===== config.mk =====
export PLATFORM = sky130hd
export DESIGN_NAME = brake_chopper_ctrl
export DESIGN_NICKNAME = d
export VERILOG_FILES = /design/src/rtl/brake_chopper_pkg.sv /design/src/rtl/bc_band_monitor.sv /design/src/rtl/bc_gate_hyst.sv /design/src/rtl/bc_cond_watchdog.sv /design/src/rtl/brake_chopper_ctrl.sv
export SDC_FILE = /design/constraint.sdc
export NUM_CORES = 1
export LEC_CHECK = 0
export CELL_PAD_IN_SITES_DETAIL_PLACEMENT = 1
export CELL_PAD_IN_SITES_GLOBAL_PLACEMENT = 1
export CORE_MARGIN = 3
export CORE_UTILIZATION = 47
export DETAILED_ROUTE_END_ITERATION = 10
export GPL_ROUTABILITY_DRIVEN = 0
export MAX_ROUTING_LAYER = met4
export PLACE_DENSITY_LB_ADDON = 0.1
export SLEW_MARGIN = 20
export SYNTH_ARGS = -nofsm -noshare
export SYNTH_HDL_FRONTEND = slang
export SYNTH_SLANG_ARGS = --single-unit

===== constraint.sdc =====
create_clock -name clk_i -period 3.5 [get_ports clk_i]
set_clock_uncertainty 0.05 [all_clocks]
set_input_delay 0.525 -clock clk_i [delete_from_list [all_inputs] [get_ports clk_i]]
set_output_delay 0.525 -clock clk_i [all_outputs]
set_load 0.02 [all_outputs]

===== src/rtl/brake_chopper_pkg.sv =====
package brake_chopper_pkg;
  typedef enum logic [1:0] {
    BAND_LOW   = 2'd0,
    BAND_HOLD  = 2'd1,
    BAND_HIGH  = 2'd2,
    BAND_ABORT = 2'd3
  } band_e;
endpackage


===== src/rtl/bc_band_monitor.sv =====
module bc_band_monitor
  import brake_chopper_pkg::*;
#(
  parameter int CODE_W     = 12,
  parameter int ON_CODE    = 3000,
  parameter int OFF_CODE   = 2800,
  parameter int ABORT_CODE = 3240
) (
  input  logic              clk_i,
  input  logic              rst_ni,
  input  logic              valid_i,
  input  logic [CODE_W-1:0] code_i,
  output logic              above_on_o,
  output logic              below_off_o,
  output band_e             band_o,
  output logic              disable_o
);
  localparam logic [CODE_W-1:0] OnLvl    = CODE_W'(ON_CODE);
  localparam logic [CODE_W-1:0] OffLvl   = CODE_W'(OFF_CODE);
  localparam logic [CODE_W-1:0] AbortLvl = CODE_W'(ABORT_CODE);

  logic  over_abort;
  band_e band_d;
  band_e band_q;
  logic  dis_q;

  assign above_on_o  = code_i > OnLvl;
  assign below_off_o = code_i < OffLvl;
  assign over_abort  = code_i > AbortLvl;

  always_comb begin
    if (over_abort)       band_d = BAND_ABORT;
    else if (above_on_o)  band_d = BAND_HIGH;
    else if (below_off_o) band_d = BAND_LOW;
    else                  band_d = BAND_HOLD;
  end

  always_ff @(posedge clk_i or negedge rst_ni) begin
    if (!rst_ni) begin
      band_q <= BAND_LOW;
      dis_q  <= 1'b0;
    end else if (valid_i) begin
      band_q <= band_d;
      if (over_abort) dis_q <= 1'b1;
    end
  end

  assign band_o    = band_q;
  assign disable_o = dis_q;

  // sticky abort
  a_r6_disable_sticky: assert property (@(posedge clk_i) disable iff (!rst_ni)
    dis_q |=> dis_q);
  // abort code sets disable
  a_r6_abort_sets: assert property (@(posedge clk_i) disable iff (!rst_ni)
    (valid_i && over_abort) |=> dis_q);
  // band held without strobe
  a_r10_band_hold: assert property (@(posedge clk_i) disable iff (!rst_ni)
    !valid_i |=> $stable(band_q));
endmodule


===== src/rtl/bc_gate_hyst.sv =====
module bc_gate_hyst (
  input  logic clk_i,
  input  logic rst_ni,
  input  logic valid_i,
  input  logic above_on_i,
  input  logic below_off_i,
  input  logic trip_i,
  input  logic crowbar_i,
  output logic gate_o
);
  logic gate_q;
  logic force_off;

  assign force_off = trip_i | crowbar_i;

  always_ff @(posedge clk_i or negedge rst_ni) begin
    if (!rst_ni)                     gate_q <= 1'b0;
    else if (force_off)              gate_q <= 1'b0;
    else if (valid_i && above_on_i)  gate_q <= 1'b1;
    else if (valid_i && below_off_i) gate_q <= 1'b0;
  end

  assign gate_o = gate_q;

  // switch open while crowbar is fired
  a_r8_gate_off_crowbar: assert property (@(posedge clk_i) disable iff (!rst_ni)
    crowbar_i |-> !gate_q);
  // high sample closes switch
  a_r2_turn_on: assert property (@(posedge clk_i) disable iff (!rst_ni)
    (valid_i && above_on_i && !force_off) |=> gate_q);
  // low sample opens switch
  a_r3_turn_off: assert property (@(posedge clk_i) disable iff (!rst_ni)
    (valid_i && below_off_i) |=> !gate_q);
  // no change without a qualifying sample
  a_r5_gate_hold: assert property (@(posedge clk_i) disable iff (!rst_ni)
    (!force_off && !(valid_i && (above_on_i || below_off_i))) |=> gate_q == $past(gate_q));
endmodule


===== src/rtl/bc_cond_watchdog.sv =====
module bc_cond_watchdog #(
  parameter int WDOG_LIMIT   = 1_000_000_000,
  parameter int IDLE_SAMPLES = 64
) (
  input  logic clk_i,
  input  logic rst_ni,
  input  logic valid_i,
  input  logic below_off_i,
  input  logic gate_i,
  output logic trip_o,
  output logic crowbar_o,
  output logic active_o
);
  localparam int CntW  = $clog2(WDOG_LIMIT + 1);
  localparam int IdleW = $clog2(IDLE_SAMPLES + 1);
  localparam logic [CntW-1:0]  CntMax  = CntW'(WDOG_LIMIT);
  localparam logic [IdleW-1:0] IdleMax = IdleW'(IDLE_SAMPLES);

  logic [CntW-1:0]  cnt_q;
  logic [IdleW-1:0] idle_q;
  logic             crow_q;
  logic             idle_full;
  logic             at_max;

  assign at_max    = cnt_q == CntMax;
  assign idle_full = idle_q == IdleMax;
  assign trip_o    = gate_i & at_max;

  always_ff @(posedge clk_i or negedge rst_ni) begin
    if (!rst_ni) begin
      cnt_q <= '0;
    end else if (gate_i) begin
      if (!at_max) cnt_q <= cnt_q + 1'b1;
    end else if (idle_full) begin
      cnt_q <= '0;
    end
  end

  // consecutive low samples mark the end of a braking episode
  always_ff @(posedge clk_i or negedge rst_ni) begin
    if (!rst_ni) begin
      idle_q <= '0;
    end else if (valid_i) begin
      if (!below_off_i)    idle_q <= '0;
      else if (!idle_full) idle_q <= idle_q + 1'b1;
    end
  end

  always_ff @(posedge clk_i or negedge rst_ni) begin
    if (!rst_ni)     crow_q <= 1'b0;
    else if (trip_o) crow_q <= 1'b1;
  end

  assign crowbar_o = crow_q;
  assign active_o  = cnt_q != '0;

  // crowbar latch
  a_r8_crowbar_sticky: assert property (@(posedge clk_i) disable iff (!rst_ni)
    crow_q |=> crow_q);
  // count never exceeds limit
  a_r7_cnt_bound: assert property (@(posedge clk_i) disable iff (!rst_ni)
    cnt_q <= CntMax);
  // conduction at limit fires crowbar
  a_r7_trip_fires: assert property (@(posedge clk_i) disable iff (!rst_ni)
    (gate_i && at_max) |=> crow_q);
  // idle episode clears count
  a_r9_idle_clears: assert property (@(posedge clk_i) disable iff (!rst_ni)
    (!gate_i && idle_full) |=> cnt_q == '0);
endmodule


===== src/rtl/brake_chopper_ctrl.sv =====
module brake_chopper_ctrl
  import brake_chopper_pkg::*;
#(
  parameter int CODE_W       = 12,
  parameter int ON_CODE      = 3000,
  parameter int OFF_CODE     = 2800,
  parameter int ABORT_CODE   = 3240,
  parameter int WDOG_LIMIT   = 1_000_000_000,
  parameter int IDLE_SAMPLES = 64
) (
  input  logic              clk_i,
  input  logic              rst_ni,
  input  logic              sample_valid_i,
  input  logic [CODE_W-1:0] bus_code_i,
  output logic              gate_o,
  output logic              drive_disable_o,
  output logic              crowbar_o,
  output logic [1:0]        band_o,
  output logic              brake_cycle_o
);
  logic  above_on;
  logic  below_off;
  logic  trip;
  logic  gate;
  logic  crowbar;
  band_e band;

  bc_band_monitor #(
    .CODE_W    (CODE_W),
    .ON_CODE   (ON_CODE),
    .OFF_CODE  (OFF_CODE),
    .ABORT_CODE(ABORT_CODE)
  ) u_band (
    .clk_i      (clk_i),
    .rst_ni     (rst_ni),
    .valid_i    (sample_valid_i),
    .code_i     (bus_code_i),
    .above_on_o (above_on),
    .below_off_o(below_off),
    .band_o     (band),
    .disable_o  (drive_disable_o)
  );

  bc_gate_hyst u_gate (
    .clk_i      (clk_i),
    .rst_ni     (rst_ni),
    .valid_i    (sample_valid_i),
    .above_on_i (above_on),
    .below_off_i(below_off),
    .trip_i     (trip),
    .crowbar_i  (crowbar),
    .gate_o     (gate)
  );

  bc_cond_watchdog #(
    .WDOG_LIMIT  (WDOG_LIMIT),
    .IDLE_SAMPLES(IDLE_SAMPLES)
  ) u_wdog (
    .clk_i      (clk_i),
    .rst_ni     (rst_ni),
    .valid_i    (sample_valid_i),
    .below_off_i(below_off),
    .gate_i     (gate),
    .trip_o     (trip),
    .crowbar_o  (crowbar),
    .active_o   (brake_cycle_o)
  );

  assign gate_o    = gate;
  assign crowbar_o = crowbar;
  assign band_o    = band;
endmodule


After elaboration in Yosys (flattened, before gate mapping)

Index checks and enable logic that the tools add are counted.

Word-level logic and storage cells: 36
Output and inout bits: 6
Input port bits: 15
Register bits: 42

Bitwise operators: 2
Reduce and logical (&&, ||, !) cells: 8
Equality and inequality tests: 4
Order comparisons: 3
$add $sub $neg: 2
Mux-type cells: 11

Operators with widths:

| operator                                               | count |
|---|---|
| two-way mux 30 bit                                     | 3 |
| adder 30 x 1 -> 30 bit (second input constant)         | 1 |
| equality test 30 bit (second input constant)           | 1 |
| nonzero test 30 bit                                    | 1 |
| greater-than comparator 12 bit (second input constant) | 2 |
| two-way mux 7 bit                                      | 2 |
| less-than comparator 12 bit (second input constant)    | 1 |
| adder 7 x 1 -> 7 bit (second input constant)           | 1 |
| equality test 7 bit (second input constant)            | 1 |
| AND reduction 2 bit                                    | 3 |
| two-way mux 1 bit                                      | 4 |
| two-way mux 2 bit                                      | 2 |
| inequality test 2 bit (second input constant)          | 2 |
| nonzero test 3 bit                                     | 1 |
| logical AND 1 bit                                      | 2 |
| nonzero test 2 bit                                     | 1 |
| bitwise AND 1 bit                                      | 1 |
| OR 1 bit                                               | 1 |

Longest topological paths before layout

Gate-level depths: netlist of run 1.

Word-level depth: 5
Depth in mapped cells: 9
Depth with buffers taken out: 7

Modules after synthesis

From an unflattened synthesis of run 1, not the netlist that was laid out.

Cell total of the unflattened synthesis: 293
Area total of the unflattened synthesis: 2,622.5 µm²

By module, submodules not included:

| module           | area an instance (µm²) | cells each | times used | sequential area each (µm²) |
|---|---|---|---|---|
| bc_cond_watchdog | 2,348.5                | 265        | 1          | 950.9 |
| bc_band_monitor  | 222.7                  | 24         | 1          | 75.1 |
| bc_gate_hyst     | 51.3                   | 4          | 1          | 25.0 |

Least setup slack after synthesis of run 1

OpenSTA, ideal clock, no wires.

Path type: register -> register
Start: register u_wdog.idle_q[0]
End: register u_wdog.cnt_q[8]
Data required time: 3.384 ns
Slack: 1.508 ns
Setup time: 0.066 ns
Arrival time: 1.876 ns
Cell stages (with the launch flop): 9
Period minus slack after synthesis: 1.992 ns
Path buffers: 1
Path through: dfrtp_1 inv_1 ha_1 nor4b_4 a21oi_2 a21o_1 buf_6 or4_1 nand2_1

Longest elaborated chain between the ends: 3

RTL lines:

| what                          | RTL line               | text |
|---|---|---|
| start, declared               | bc_cond_watchdog.sv:20 | `logic [IdleW-1:0] idle_q;` |
| start signal, assigned        | bc_cond_watchdog.sv:45 | `else if (!idle_full) idle_q <= idle_q + 1'b1;` |
| equality test 7 bit           | bc_cond_watchdog.sv:26 | `assign idle_full = idle_q == IdleMax;` |
| nonzero test 2 bit (no line)  | -                      |  |
| AND reduction 2 bit (no line) | -                      |  |
| end signal, assigned          | bc_cond_watchdog.sv:33 | `if (!at_max) cnt_q <= cnt_q + 1'b1;` |
| end, declared                 | bc_cond_watchdog.sv:19 | `logic [CntW-1:0] cnt_q;` |

Every way passes these cells.
A chain may end at the register's enable or synchronous reset.

Worst setup path after layout of run 1

Start: register u_wdog.cnt_q[23]
End: output port brake_cycle_o

Longest elaborated chain between the ends: 1

RTL lines:

| what                | RTL line                 | text |
|---|---|---|
| nonzero test 30 bit | bc_cond_watchdog.sv:55   | `assign active_o = cnt_q != '0;` |
| end, declared       | brake_chopper_ctrl.sv:19 | `output logic brake_cycle_o` |

Every way passes these cells.

==> results of run 1 <==
## kinds of logic (layout without fill, tap and decap cells)
| kind of cell | Yosys count | count (layout) | synth area share, % |
|---|---|---|---|
| AND/OR/NAND/NOR | 128 | 128 | 29.74 |
| buffers and inverters | 20 | 39 | 3.633 |
| XOR/XNOR | 6 | 6 | 2.149 |
| AO/OA/AOI/OAI | 74 | 74 | 18.63 |
| multiplexers | 2 | 2 | 0.8189 |
| flip-flops | 42 | 42 | 42.99 |
| adder cells (fa/ha/maj) | 4 | 4 | 2.047 |
## per-layer routing
metal,track usage [%],vias to the layer above,share of wire (%)
li1,-,1074,-
met1,32.35,1129,46
met2,39.21,61,47
met3,4.014,12,4.3
met4,8.042,0,2.2
met5,-,-,0
## path summary, 6_finish.rpt
check | end | cells after the start | slack [ps] | startpoint
max reg2reg | u_wdog.cnt_q[2] | 5 | 1060 | u_gate.gate_o
min in group clk_i | u_band.disable_o | 1 | 450 | u_band.disable_o
max in group asynchronous | u_band.disable_o | 1 | 2460 | rst_ni
max | brake_cycle_o | 4 | 790 | u_wdog.cnt_q[23]
min | u_wdog.cnt_q[24] | 1 | 320 | rst_ni
min reg2reg | u_band.disable_o | 1 | 450 | u_band.disable_o
## metrics by stage
| step | hold WS [ps] | std cells | setup slack, ps |
|---|---|---|---|
| floorplan | 179.4 | 276 | 1508 |
| global placement | 427.5 | 354 | 1166 |
| detailed placement | 425.2 | 354 | 1120 |
| CTS | 362.6 | 362 | 794.2 |
| global route | 392.8 | 362 | 629.6 |
| finish | 324.6 | 362 | 790.9 |
## cell type report
| class | instances | area share (%) |
|---|---|---|
| Multi-Input combinational cell | 214 | 47.09 |
| Timing Repair Buffer | 21 | 7.314 |
| Clock buffer | 7 | 3.115 |
| Clock inverter | 1 | 0.1806 |
| Inverter | 10 | 1.354 |
| Tap cell | 67 | 3.025 |
| Sequential cell | 42 | 37.92 |
## power breakdown
part	switching, mW	leakage, nW	internal, mW	total [mW]
Combinational	0.102	0.507	0.0791	0.181
Sequential	0.0459	0.569	0.511	0.556
Clock	0.174	0.0482	0.159	0.334
## registers in the layout, summed over array words and instances, names as in the netlist
name,count
u_gate.gate_o,1
u_band.band_o,2
u_wdog.crowbar_o,1
u_band.disable_o,1
u_wdog.cnt_q,30
u_wdog.idle_q,7
## worst register-to-register path: stages, from the launching register on
cell and delay, ps:
dfrtp_1 630, nand4_1 190, nor4_1 460, a21o_1 630, or2_1 260, o21ai_0 100
## cells in the mapped netlist, types with 5 or more instances
| library cell | instances |
|---|---|
| dfrtp_1 | 42 |
| nand2_1 | 28 |
| a21oi_1 | 20 |
| o21ai_0 | 20 |
| nand3_1 | 16 |
| nor2_1 | 16 |
| nand4_1 | 11 |
| nor4_1 | 11 |
| inv_1 | 10 |
| nor3_1 | 9 |
| or3_1 | 8 |
| or4_1 | 8 |
| o31ai_1 | 7 |
| a21o_1 | 6 |
| buf_2 | 5 |
| nand2b_1 | 5 |
| xnor2_1 | 5 |
==> qor.yml, run 1 <==
setup_path:
  worst_path_max_delay_cell: "or4_1"
  cp_cell_sequence: "or4_1 -> nor3_1 -> nand4_1 -> clkdlybuf4s50_1"
  cp_max_fo: 6
  startpoint_type: "flop"
  critical_path_required_ps: 2920
  crit_family: "simple AND/OR/NAND/NOR gates"
  cp-end-kind: "primary output"
  cp.buffers_inverters: 1
  critical_path_class: "flop to primary output"
  max_stage_delay_ps: 550
  arrival_ps: 2130
placement:
  hpwl_um: 4758
  port_buffers: 20
  postPlaceCellArea_um2: 2680
yosys:
  synth_seq_cells: 42
  syn_inst: 276
  synth_top_area_cell: "dfrtp_1"
  synth_edf_count: 0
  syn_nets: 295
  synth.area.top_cells: "dfrtp_1 (43%), nand2_1 (4.3%), a21oi_1 (4.1%)"
  mappedNetlistArea_um2: 2445
  synth_cell_type_count: 46
  ys.flop_type: "dfrtp_1"
  ys_seq_area_share_pct: 42.99
  yosys_warnings: 0
  yosysTopAreaCellShare_pct: 42.99
  ys_async_sr_fraction_pct: 100.0
  syn_avg_cell_area_um2: 8.858
clock_tree:
  cts_tree: "built"
  numCtsBuffers: 5
  clock_latency_ps: 300
  cts_hold_buffers: 0
  cts.htree.levels: 2
  clkSlewWorstSetupHoldPaths_ps: 90
  clock-sinks: 42
  cts_resized: 0
  cts.path.max_buffers: 2
  cts_setup_buffers: 0
  root_buffer: "clkbuf_8"
die:
  io_pins: 21
  initial_utilization_pct: 50.10
  dieArea_um2: 6104
  rows: 25
  die_x_um: 78.13
  die_h_um: 78.13
  core_um2: 4880
finish:
  final_core_util_pct: 56.79
  regArea_um2: 1051
  antenna_cells: 0
  drive_above_1_share_pct: 6.102
  area_growth_pct: 13.36
  mostFrequentLayoutCell: "dfrtp_1"
  fin_nets: 313
  layout_common_cells: "dfrtp_1 (42), nand2_1 (28), o21ai_0 (20), a21oi_1 (20), clkdlybuf4s50_1 (19)"
  num-fill-cells: 588
  multiInputGateArea_um2: 1305
  final_area_um2: 2771
hold_path:
  hold_path_class: "input pin to asynchronous set/reset pin"
route:
  detail_route.wirelength_um: 6717
  viasPerCell: 6.287
  detail-route-antenna-nets: 0
  wire_per_inst_um: 18.56
  drc: 0
  drtPass1Iterations: 4
  drtIter0Drc: 157
  vias: 2276
timing:
  period_minus_slack_ps: 2709
  slew_headroom_pct: 34.62
  setup_violations: 0
  finalHoldViolCount: 0
  slew_viol_final: 0
  rsz0062_at_grt: "false"
  fin_crit_sh_pct: 77.40
  fmax_ghz: 0.3691
  tightest_slew_ps: 980.8
  fin_setup_tns_ps: 0
grt:
  grt_pass1_vias: 2354
  globalRouteOverflowTotal: 0
  track_usage_pct: 24.65
  grt_pass1_wl_um: 11680
  antenna_found_initial: 0
  grt_max_degree: 43
status:
  status: "finished, final reports clean"
job:
  cap_viol_max_count: 0
power:
  leakagePower_nw: 1.124
  powerDensity_nw_per_um2: 386.5
  irDropWorstVdd_mv: 0.2650
  p_total_mw: 1.071
Note: power is estimated with default switching activity, not from simulation.
==> run 2, diff against run 1 <==
--- a/config.mk
+++ b/config.mk
@@ -8,7 +8,7 @@
 export CELL_PAD_IN_SITES_DETAIL_PLACEMENT = 1
 export CELL_PAD_IN_SITES_GLOBAL_PLACEMENT = 1
 export CORE_MARGIN = 3
-export CORE_UTILIZATION = 47
+export CORE_UTILIZATION = 40
 export DETAILED_ROUTE_END_ITERATION = 10
 export GPL_ROUTABILITY_DRIVEN = 0
 export MAX_ROUTING_LAYER = met4
==> constraint.sdc (replaced) <==
create_clock -name clk_i -period 2.25 [get_ports clk_i]
set_clock_uncertainty 0.05 [all_clocks]
set_input_delay 0.3375 -clock clk_i [delete_from_list [all_inputs] [get_ports clk_i]]
set_output_delay 0.3375 -clock clk_i [all_outputs]
set_load 0.02 [all_outputs]
==> qor.yml, run 2 (synthesis results as in run 1) <==
grt:
  track_usage_pct: 21.43  # -3.2 points
  grt_pass1_vias: 2454  # +4.2%
  grt_max_degree: 23  # -47%
  antenna_found_initial: 0  # unchanged
  grt_pass1_wl_um: 12050  # +3.2%
  globalRouteOverflowTotal: 0  # unchanged
finish:
  multiInputGateArea_um2: 1343  # +2.9%
  final_area_um2: 3028  # +9.3%
  drive_above_1_share_pct: 15.48  # +9.4 points
  mostFrequentLayoutCell: "dfrtp_1"
  largest-register: "u_wdog.cnt_q"
  regArea_um2: 1051  # unchanged
  antenna_cells: 0  # unchanged
  fin_nets: 342  # +9.3%
  largest_reg_flops: 30  # unchanged
  area_growth_pct: 23.85
  num-fill-cells: 678  # +15%
  layout_common_cells: "dfrtp_1 (42), nand2_1 (28), buf_4 (28)"
setup_path:
  cp_max_fo: 15  # +9
  timing.rr.end: "u_wdog.cnt_q[9]"
  cp-end-kind: "flop"
  arrival_ps: 2310  # +180 ps
  rr_worst_depth: 9  # +4
  reg2reg_slack_ps: 120  # -940 ps
  critical_path_required_ps: 2430  # -490 ps
  startpoint_type: "flop"
  critical_path_class: "flop to flop"
  r2r-start: "u_wdog.cnt_q[0]"
clock_tree:
  numCtsBuffers: 5  # unchanged
  cts_tree: "built"
  cts.path.max_buffers: 2  # unchanged
  cts.htree.levels: 2  # unchanged
  clock_latency_ps: 300  # about the same
  clock-sinks: 42  # unchanged
  clkSlewWorstSetupHoldPaths_ps: 80  # about the same
  root_buffer: "clkbuf_8"
hold_path:
  whs_path_depth: 1
  worstHoldStart: "u_band.disable_o"
  hold_path_class: "flop to flop"
  min_to: "u_band.disable_o"
placement:
  postPlaceCellArea_um2: 2894  # +8.0%
  place_ws_ps: 76.98  # -1043 ps
  hpwl_um: 5276  # +11%
  port_buffers: 20  # unchanged
timing:
  worst_hold_slack_ps: 422.2  # +97.66 ps
  slew_viol_final: 0  # unchanged
  fin_setup_tns_ps: 0  # unchanged
  setup_slack_ps: 119.9  # -671.0 ps
  slew_headroom_pct: 54.45  # +20 points
  fin_crit_sh_pct: 94.67
  setup_violations: 0  # unchanged
  period_minus_slack_ps: 2130
  fmax_ghz: 0.4695
  tightest_slew_ps: 677.0  # -303.8 ps
  finalHoldViolCount: 0  # unchanged
  rsz0062_at_grt: "false"
die:
  die_h_um: 84.18  # +7.8%
  core_um2: 5709  # +17%
  io_pins: 21  # unchanged
  initial_utilization_pct: 42.82  # -7.3 points
  dieArea_um2: 7086  # +16%
  rows: 27  # +8.0%
  die_x_um: 84.18  # +7.8%
route:
  viasPerCell: 5.975  # -5.0%
  detail-route-antenna-nets: 0  # unchanged
  drc: 0  # unchanged
  wire_per_inst_um: 17.86  # -3.7%
  drtIter0Drc: 92  # -41%
  vias: 2360  # +3.7%
  detail_route.wirelength_um: 7055  # +5.0%
  drtPass1Iterations: 4  # unchanged
power:
  leakagePower_nw: 1.286  # +14%
  irDropWorstVdd_mv: 0.2743  # +3.5%
  powerDensity_nw_per_um2: 567.1  # +47%
job:
  cap_viol_max_count: 0  # unchanged
status:
  status: "finished, final reports clean"
## run 2: cell type report
cell class,count,area share [%]
clock buffers,7,2.521
inverters,10,1.240
multi-input cells,214,44.34
flip-flops and latches,42,34.71
well taps,72,2.975
repair buffers,50,14.21
## run 2: what timing repair did
action | CTS | global route
hold buffers | 1 | 0
endpoints found under the hold margin | 21 | 0
buffers inserted | 2 | 0
resized for setup | 3 | 7
setup endpoints to repair | 1 | 19
gates cloned | 0 | 0
## run 2: critical path: stages, from the launching register on
cell and delay (ps):
dfrtp_1 360, inv_1 50, ha_1 190, nor4b_1 130, and4_2 210, buf_4 140
a21o_4 250, buf_4 180, or3_1 340, a21oi_1 150
## run 2: worst max-delay path by stage
stage | startpoint | endpoint | slack, ps | cells after the start
after global placement | u_wdog.cnt_q[0] | brake_cycle_o | 70 | 6
final | u_wdog.cnt_q[0] | u_wdog.cnt_q[9] | 120 | 9
after floorplan | u_wdog.idle_q[0] | u_wdog.cnt_q[8] | 260 | 8
after detailed placement | u_wdog.cnt_q[0] | brake_cycle_o | 80 | 6
after global routing | u_wdog.cnt_q[0] | u_wdog.cnt_q[13] | 2 | 8
after CTS | u_wdog.cnt_q[0] | u_wdog.cnt_q[9] | 7 | 9
## run 2: metal layers
| layer | global-route usage (%) | up-vias | share of wire, % |
|---|---|---|---|
| met5 | - | - | 0 |
| met4 | 7.310 | 0 | 2.7 |
| met3 | 3.337 | 17 | 3.3 |
| met2 | 34.72 | 45 | 50 |
| met1 | 27.30 | 1170 | 44 |
| li1 | - | 1128 | - |
## run 2: where the power goes
| part | internal [mW] | total (mW) | switching [mW] |
|---|---|---|---|
| clock | 0.214 | 0.482 | 0.267 |
| combinational | 0.183 | 0.395 | 0.212 |
| sequential | 0.795 | 0.840 | 0.0458 |
| total | 1.19 | 1.72 | 0.525 |
## run 2: metrics by stage
step           std cells  power, mW  util [%]
2_1_floorplan        276      1.039         -
3_3_place_gp         385      1.214     50.69
3_5_place_dp         385      1.223     50.69
4_1_cts              395      1.723     52.49
5_1_grt              395      1.822     53.04
6_report             395      1.717     53.04
==> run 3, diff against run 2 <==
--- a/config.mk
+++ b/config.mk
@@ -9,6 +9,7 @@
 export CELL_PAD_IN_SITES_GLOBAL_PLACEMENT = 1
 export CORE_MARGIN = 3
 export CORE_UTILIZATION = 40
+export CTS_CLUSTER_SIZE = 12
 export DETAILED_ROUTE_END_ITERATION = 10
 export GPL_ROUTABILITY_DRIVEN = 0
 export MAX_ROUTING_LAYER = met4
==> results of run 3 <==
No change in the layout: final DEF, timing and power equal those of run 2.
